**src/rtl/banked_regfile.sv**
```systemverilog
module banked_regfile #(
  parameter int DW = 16,
  parameter int AW = 20,
  parameter int SW = 5
) (
  input  logic          clk,
  input  logic          rst_n,
  input  logic [SW-1:0] rd0_sel,
  input  logic [1:0]    rd0_size,
  output logic [2*DW-1:0] rd0_data,
  input  logic [SW-1:0] rd1_sel,
  input  logic [1:0]    rd1_size,
  output logic [2*DW-1:0] rd1_data,
  input  logic          wr_en,
  input  logic [SW-1:0] wr_sel,
  input  logic [1:0]    wr_size,
  input  logic [2*DW-1:0] wr_data,
  output logic [DW-1:0] flg
);
  localparam int LW = 2 * DW;
  localparam int NB = 7;
  localparam logic [1:0] SZ_B = 2'd0, SZ_L = 2'd2;
  localparam logic [SW-1:0] S_D0 = 0, S_D1 = 1, S_D2 = 2, S_D3 = 3, S_X0 = 4,
    S_X1 = 5, S_FRM = 6, S_SB = 7, S_ISP = 8, S_USP = 9, S_FLG = 10,
    S_PC = 11, S_IVB = 12, S_SP = 13;
  localparam logic [DW-1:0] FLG_MASK = 16'h70FF;

  logic [DW-1:0] gpr [2][NB];
  logic [DW-1:0] sb, isp, usp, flg_q;
  logic [AW-1:0] pc, ivb;

  wire bk   = flg_q[4];
  wire usel = flg_q[7];
  assign flg = flg_q;

  function automatic logic [DW-1:0] put16(input logic [DW-1:0] o, input logic [1:0] z,
                                          input logic [LW-1:0] d);
    return (z == SZ_B) ? {o[DW-1:8], d[7:0]} : d[DW-1:0];
  endfunction

  function automatic logic [AW-1:0] put20(input logic [AW-1:0] o, input logic [1:0] z,
                                          input logic [LW-1:0] d);
    if (z == SZ_B) return {o[AW-1:8], d[7:0]};
    if (z == SZ_L) return d[AW-1:0];
    return {o[AW-1:DW], d[DW-1:0]};
  endfunction

  logic [SW-1:0] psel [2];
  logic [1:0]    psz  [2];
  logic [LW-1:0] pdat [2];
  assign psel[0] = rd0_sel;  assign psz[0] = rd0_size;
  assign psel[1] = rd1_sel;  assign psz[1] = rd1_size;
  assign rd0_data = pdat[0];
  assign rd1_data = pdat[1];

  for (genvar p = 0; p < 2; p++) begin : g_rd
    logic [DW-1:0] w;
    always_comb begin
      w = '0;
      if (psel[p] < SW'(NB)) w = gpr[bk][psel[p][2:0]];
      else case (psel[p])
        S_SB:  w = sb;
        S_ISP: w = isp;
        S_USP: w = usp;
        S_FLG: w = flg_q;
        S_PC:  w = pc[DW-1:0];
        S_IVB: w = ivb[DW-1:0];
        S_SP:  w = usel ? usp : isp;
        default: w = '0;
      endcase
      pdat[p] = {{DW{1'b0}}, w};
      if (psz[p] == SZ_B) begin
        if (psel[p] == S_D2 || psel[p] == S_D3)
          pdat[p] = {{(LW-8){1'b0}}, gpr[bk][{2'b00, psel[p][0]}][DW-1:8]};
        else
          pdat[p] = {{(LW-8){1'b0}}, w[7:0]};
      end else if (psz[p] == SZ_L) begin
        case (psel[p])
          S_D0:  pdat[p] = {gpr[bk][2], gpr[bk][0]};
          S_D1:  pdat[p] = {gpr[bk][3], gpr[bk][1]};
          S_X0:  pdat[p] = {gpr[bk][5], gpr[bk][4]};
          S_PC:  pdat[p] = {{(LW-AW){1'b0}}, pc};
          S_IVB: pdat[p] = {{(LW-AW){1'b0}}, ivb};
          default: ;
        endcase
      end
    end
  end

  wire [2:0] wi = wr_sel[2:0];

  always_ff @(posedge clk or negedge rst_n) begin
    if (!rst_n) begin
      for (int b = 0; b < 2; b++)
        for (int r = 0; r < NB; r++) gpr[b][r] <= '0;
      sb <= '0; isp <= '0; usp <= '0; flg_q <= '0; pc <= '0; ivb <= '0;
    end else if (wr_en) begin
      case (wr_sel)
        S_D0, S_D1:
          if (wr_size == SZ_L) begin
            gpr[bk][wi]        <= wr_data[DW-1:0];
            gpr[bk][wi + 3'd2] <= wr_data[LW-1:DW];
          end else gpr[bk][wi] <= put16(gpr[bk][wi], wr_size, wr_data);
        S_D2, S_D3:
          if (wr_size == SZ_B) gpr[bk][{2'b00, wi[0]}][DW-1:8] <= wr_data[7:0];
          else gpr[bk][wi] <= wr_data[DW-1:0];
        S_X0:
          if (wr_size == SZ_L) begin
            gpr[bk][4] <= wr_data[DW-1:0];
            gpr[bk][5] <= wr_data[LW-1:DW];
          end else gpr[bk][4] <= put16(gpr[bk][4], wr_size, wr_data);
        S_X1, S_FRM: gpr[bk][wi] <= put16(gpr[bk][wi], wr_size, wr_data);
        S_SB:  sb    <= put16(sb, wr_size, wr_data);
        S_ISP: isp   <= put16(isp, wr_size, wr_data);
        S_USP: usp   <= put16(usp, wr_size, wr_data);
        S_FLG: flg_q <= put16(flg_q, wr_size, wr_data) & FLG_MASK;
        S_SP:
          if (usel) usp <= put16(usp, wr_size, wr_data);
          else      isp <= put16(isp, wr_size, wr_data);
        S_PC:  pc  <= put20(pc, wr_size, wr_data);
        S_IVB: ivb <= put20(ivb, wr_size, wr_data);
        default: ;
      endcase
    end
  end

  wire [NB*DW-1:0] idle_bank = {gpr[!bk][6], gpr[!bk][5], gpr[!bk][4], gpr[!bk][3],
                                gpr[!bk][2], gpr[!bk][1], gpr[!bk][0]};

  assert_flg_reserved_R7: assert property (@(posedge clk) disable iff (!rst_n)
    (flg & ~FLG_MASK) == '0);

  assert_keep_low_byte_R3: assert property (@(posedge clk) disable iff (!rst_n)
    (wr_en && wr_size == SZ_B && wr_sel == S_D2) |=> gpr[bk][0][7:0] == $past(gpr[bk][0][7:0]));

  assert_pair_write_R4: assert property (@(posedge clk) disable iff (!rst_n)
    (wr_en && wr_size == SZ_L && wr_sel == S_D0) |=> {gpr[bk][2], gpr[bk][0]} == $past(wr_data));

  assert_idle_bank_hold_R5: assert property (@(posedge clk) disable iff (!rst_n)
    (wr_en && wr_sel < SW'(NB)) |=> $stable(idle_bank));

  assert_sp_alias_R8: assert property (@(posedge clk) disable iff (!rst_n)
    (wr_en && wr_sel == S_SP && !usel) |=> $stable(usp));

  assert_pc_trunc_R9: assert property (@(posedge clk) disable iff (!rst_n)
    (wr_en && wr_sel == S_PC && wr_size == SZ_L) |=> pc == $past(wr_data[AW-1:0]));
endmodule

```
**config.mk**
```make
export PLATFORM = sky130hd
export DESIGN_NAME = banked_regfile
export DESIGN_NICKNAME = d
export VERILOG_FILES = /design/src/rtl/banked_regfile.sv
export SDC_FILE = /design/constraint.sdc
export NUM_CORES = 1
export LEC_CHECK = 0
export BUFFER_PORTS_ARGS = -buffer_cell sky130_fd_sc_hd__buf_2
export CELL_PAD_IN_SITES_DETAIL_PLACEMENT = 2
export CELL_PAD_IN_SITES_GLOBAL_PLACEMENT = 2
export CORE_ASPECT_RATIO = 0.8
export CORE_UTILIZATION = 36
export CTS_CLUSTER_DIAMETER = 40
export CTS_CLUSTER_SIZE = 12
export DETAILED_ROUTE_END_ITERATION = 16
export PLACE_DENSITY = 0.85
export REMOVE_ABC_BUFFERS = 1
export SLEW_MARGIN = 20
export SYNTH_ARGS = -nofsm -noshare
export SYNTH_HDL_FRONTEND = slang
export SYNTH_SLANG_ARGS = --single-unit
```
**constraint.sdc**
```tcl
create_clock -name clk -period 2.5 [get_ports clk]
set_input_delay 0.375 -clock clk [delete_from_list [all_inputs] [get_ports clk]]
set_output_delay 0.375 -clock clk [all_outputs]
set_load 0.01 [all_outputs]
```
==> results by group, run 1 <==
GRT
  – Grt total ovfl: 1613
  – Largest net degree at the start of global routing: 60
  – First-pass GRT wire length: 492000 microns
  – Number of global-route vias before repair: 53200
  – GRT Total Usage: 89.5%

Synthesis
  – Mapped Area: 27200 sq um
  – Post-Synth Adder-Cell Area: 0%
  – Number of synthesized flops with an enable pin: 0
  – Register area share after synthesis: 29.7%
  – Synth Register Bits: 323
  – Largest family of logic cells by synthesized area: compound AO/OA/AOI/OAI gates
  – Post-synth top area share: 29.7%
  – Synthesized area per cell: 8.96 sq um
  – XOR/XNOR Fraction of Synth Area: 0.0322%
  – Cells after synthesis: 3035
  – Count of cell types in the netlist: 112
  – Ys flop type: dfrtp_1
  – Compound-Gate Fraction of Synth Area: 28.1%
  – Async S/R FF share, synth: 100%
  – Post-Synth Simple-Gate Area: 14.6%
  – Ranking of synthesized cells by area: dfrtp_1 30%, mux2_2 7.9%, mux4_2 7.2%
  – Yosys warnings: 0
  – Leading area contributor after synthesis: dfrtp_1
  – Multiplexer share of the synthesized area: 21.3%

Floorplan
  – Die H: 248 microns
  – Initial core utilization: 36.6%
  – IO Count: 136
  – Row cnt: 89
  – Die W: 309 microns

Clock tree
  – Clock H-tree levels: 3
  – # clock sinks: 323
  – CTS Root Cell: clkbuf_16
  – Max Root-Sink Buffers: 3
  – Num CTS Buffers: 69

Placement
  – Gpl congestion: 1.30
  – Hpwl dp: 176000 microns
  – Port bufs: 130

Run status
  – Fail Step: 5_1_grt
  – Status: aborted with a tool error
  – Halt Reason: [ERROR GRT-0116] Global routing finished with congestion. Check the congestion regions in the DRC Viewer.
## what timing repair did
| action | 4_1_cts |
|---|---|
| hold endpoints to repair | 44 |
| hold buffers | 1 |
| resized for setup | 619 |
| setup endpoints to repair | 279 |
| pin swaps | 142 |
| cloned | 7 |
| setup buffers | 96 |
## synthesized netlist by cell type, types with 15 or more instances
cell / instances
o2bb2ai_1: 47
a222oi_1: 51
nor3_1: 40
mux2i_1: 164
nand2_1: 314
a211oi_1: 46
a22oi_1: 102
and3_1: 33
a221oi_1: 46
clkbuf_1: 168
o211ai_1: 34
o22ai_1: 48
buf_4: 30
buf_6: 15
nand3_1: 38
dfrtp_1: 323
nor2_1: 215
mux4_2: 87
a21o_1: 17
nand2b_1: 27
a31oi_1: 35
o221ai_1: 26
nor2b_1: 15
a22o_1: 27
a21oi_1: 230
and2_1: 29
inv_1: 23
mux2_2: 190
o21ai_0: 187
buf_2: 108
a221o_1: 36
## cells by family after synthesis
kind of cell	after synthesis
AOI/OAI and AO/OA	1085
xor gates and xnor gates	1
buffers and inverters	355
DFF	323
muxes	446
other	1
and+or+nand+nor	824
## per-layer routing
layer	global-route usage, %	GRT overflow
met1	87.5	59
met2	102	1018
met3	79.7	72
met4	89.2	459
met5	66.8	5
## metrics by stage
| stage | setup slack [ps] | std cells | instance area (sq um) |
|---|---|---|---|
| 2_1_floorplan | -8960 | 2708 | 25600 |
| 3_3_place_gp | -477 | 4620 | 34200 |
| 3_5_place_dp | -1060 | 4620 | 34200 |
| 4_1_cts | -1200 | 4845 | 40200 |
==> run 2, diff against run 1 <==
CELL_PAD_IN_SITES_DETAIL_PLACEMENT = default   (was 2)
CELL_PAD_IN_SITES_GLOBAL_PLACEMENT = default   (was 2)
CORE_ASPECT_RATIO = default   (was 0.8)
CORE_UTILIZATION = 30   (was 36)
CTS_CLUSTER_DIAMETER = default   (was 40)
CTS_CLUSTER_SIZE = default   (was 12)
PLACE_DENSITY = default   (was 0.85)
PLACE_DENSITY_LB_ADDON = 0.15   (was default)
clock period = 3.25 ns   (was 2.5 ns; I/O delays follow)
==> results by group, run 2 <==
Synthesis
  – Ys flop type: dfrtp_1 (unchanged)
  – Leading area contributor after synthesis: dfrtp_1 (unchanged)
  – Synthesized area per cell: 8.96 sq um (unchanged)
  – Cells after synthesis: 3035 (unchanged)
  – Mapped Area: 27200 sq um (unchanged)
  – Number of synthesized flops with an enable pin: 0 (unchanged)
  – Count of cell types in the netlist: 112 (unchanged)
  – Ranking of synthesized cells by area: dfrtp_1 30%, mux2_2 7.9%, mux4_2 7.2% (unchanged)
  – Async S/R FF share, synth: 100% (unchanged)
  – Register area share after synthesis: 29.7% (unchanged)
  – Most common library cells after synthesis: 323 x dfrtp_1, 314 x nand2_1, 230 x a21oi_1, 215 x nor2_1, 190 x mux2_2 (unchanged)
  – Post-synth top area share: 29.7% (unchanged)
  – Synth Register Bits: 323 (unchanged)
  – Most common cell in the synthesized netlist: dfrtp_1 (unchanged)
  – Yosys warnings: 0 (unchanged)

Clock tree
  – # clock sinks: 323 (unchanged)
  – Clock H-tree levels: 2 (was 3)
  – CTS Root Cell: clkbuf_16 (unchanged)
  – CTS tree: yes
  – Num CTS Buffers: 44 (was 69)
  – Max Root-Sink Buffers: 3 (unchanged)
  – Worst-Skew Late Latency: 640 ps
  – Reg clk slew, reported paths: 70 ps

Final layout
  – Share of cells above drive strength 1: 33.1%
  – Most frequent cells in the layout: 407 x buf_4, 321 x dfrtp_1, 304 x nand2_1
  – Area delta synth->final: 25.4%
  – Largest Register: gpr
  – Core Util, Final: 38.0%
  – Top Registers: gpr: 224 flops, ivb: 20 flops, pc: 20 flops
  – Fin area: 34100 sq um
  – Largest register FFs: 224
  – Commonest non-fill, non-tap cell in the layout: buf_4
  – Fin nets: 3406

GRT
  – Initial antenna violation count: 9
  – Largest net degree at the start of global routing: 86
  – Number of global-route vias before repair: 29200
  – First-pass GRT wire length: 244000 microns
  – GRT Total Usage: 38.1%
  – Grt total ovfl: 0

Placement
  – Gpl congestion: 1.01 (was 1.30)
  – Port bufs: 130 (unchanged)
  – Hpwl dp: 134000 microns (was 176000 microns)
  – Placed instance area: 31400 sq um (was 34200 sq um)

Floorplan
  – Row cnt: 110 (was 89)
  – Die H: 303 microns (was 248 microns)
  – Die W: 303 microns (was 309 microns)
  – Die area: 91900 sq um
  – CORE AREA: 89900 sq um
  – Initial core utilization: 30.3% (was 36.6%)
  – IO Count: 136 (unchanged)

Timing
  – # setup viols final: 44
  – Final setup skew: 24.1 ps
  – Fmax: 270 MHz
  – Setup ws final: -459 ps
  – Slew @ Worst Pin: 999 ps
  – Crit share post-route: 114%
  – Worst slew margin: 33.3%
  – Fin. Hold Viols: 0
  – Unrepaired setup endpoints after global routing: yes
  – Fin. max-slew vios: 0
  – Minimum clock period: 3710 ps

Power and ir drop
  – PwrDens: 511 nW/um^2
  – Peak supply drop: 0.359 mV
  – Sequential group share of total power: 34.1%
  – Clock power share: 29.6%
  – Comb power frac: 36.3%
  – NetSw: 7.02 mW
  – Net Sw Frac: 40.3%
  – Int Power: 10.4 mW
  – Leakage: 13.6 nW

Detailed routing
  – DRT iter0 DRCs: 4665
  – Final wirelength: 179000 microns
  – Via count: 30900
  – Avg WL per Cell: 39.1 microns
  – DRT Pass-1 Iters: 8
  – Residual DRC: 0
  – Antenna-violating nets left: 0
  – Vias per cell: 6.76

Worst setup path
  – CP peak stage delay: 540 ps
  – Crit. End Element: primary output
  – Worst endpoint data arrival time: 3220 ps
  – Flop-to-flop setup slack: -90 ps
  – Crit Path Class: reg2out
  – Critical path cell sequence: buf_4, mux4_2, a221oi_2, a211o_1, a21oi_1, or2_2, buf_2
  – CP startpoint kind: flop
  – CP max stage cell: dfrtp_4
  – Critical Path Fanout Max: 11
  – Worst Path Required: 2760 ps

Min path
  – HP Class: in2reg

Run status
  – Failing checks: negative setup slack
  – Status: finished with violations (was aborted with a tool error)

Job
  – Max Cap Viol: 0
==> run 2: per-stage QoR <==
stage                     total power, mW  cells  worst slack, ps  hold slack (ps)  setup TNS, ps
after detailed placement             11.4   4432             43.1              457              0
final                                17.4   4567             -459              206         -10190
after floorplan                      8.45   2708            -8210              192       -1730940
after global placement               11.4   4432             65.2              457              0
after global routing                 17.8   4562             -448              206         -12300
after CTS                            17.0   4553             -403              172         -10290
==> run 2: worst paths after layout <==
| path | endpoint | startpoint | depth (start not counted) |
|---|---|---|---|
| max in group asynchronous | gpr[89]$_DFFE_PN0P_ | rst_n | 3 |
| min | gpr[135]$_DFFE_PN0P_ | wr_data[23] | 2 |
| min reg2reg | gpr[116]$_DFFE_PN0P_ | gpr[116]$_DFFE_PN0P_ | 2 |
| max reg2reg | gpr[202]$_DFFE_PN0P_ | flg[4]$_DFFE_PN0P_ | 10 |
| max | rd0_data[1] | flg[4]$_DFFE_PN0P_ | 7 |
| min in group asynchronous | flg[6]$_DFFE_PN0P_ | rst_n | 2 |
==> run 2: repair_timing <==
item | CTS | global route
setup buffers | 36 | 10
gates resized for setup | 100 | 83
hold endpoints to repair | 44 | 0
setup endpoints to repair | 37 | 66
pin swaps | 35 | 31
cloned | 4 | 0
hold buffers | 1 | 0
==> run 2: routing by layer <==
layer / track usage [%] / vias to the layer above / part of all wire (%)
li1: - / 12400 / -
met1: 52.1 / 15800 / 42
met2: 56.0 / 2220 / 42
met3: 10.0 / 408 / 11
met4: 17.1 / 6 / 5.1
met5: 0 / - / 0.029
==> run 2: cells by family after synthesis <==
group / synth area share, %
xor+xnor: 0.0322
compound gates: 28.1
buf+inv: 6.27
simple gates: 14.6
flops: 29.7
other cells: 0.0138
mux: 21.3
==> run 2: layout make-up <==
cell class                      count  area, sq um
Tap cell                         1176         1470
Antenna cell                        6         15.0
Timing Repair Buffer              596         4880
Inverter                           24         90.1
Sequential cell                   323         8090
Clock buffer                       63         1250
Multi-Input combinational cell   2361        18100
Fill cell                        9119        55800
Clock inverter                     18          213
==> run 2: power by group through the flow <==
stage	sequential (mW)	combinational (mW)	clock (mW)
floorplan	5.45	3.00	0
global placement	5.87	5.51	0
detailed placement	5.88	5.55	0
CTS	5.83	6.00	5.21
global route	5.96	6.55	5.34
finish	5.94	6.33	5.15
==> run 2: worst max-delay path: cells and delay by family (launching register included) <==
family	cells	cell delay, ps
AO/OA/AOI/OAI	3	740
buffers and inverters	2	430
flip-flops	1	540
AND/OR/NAND/NOR	1	330
multiplexers	1	540
(Power assumes the default switching activity.)
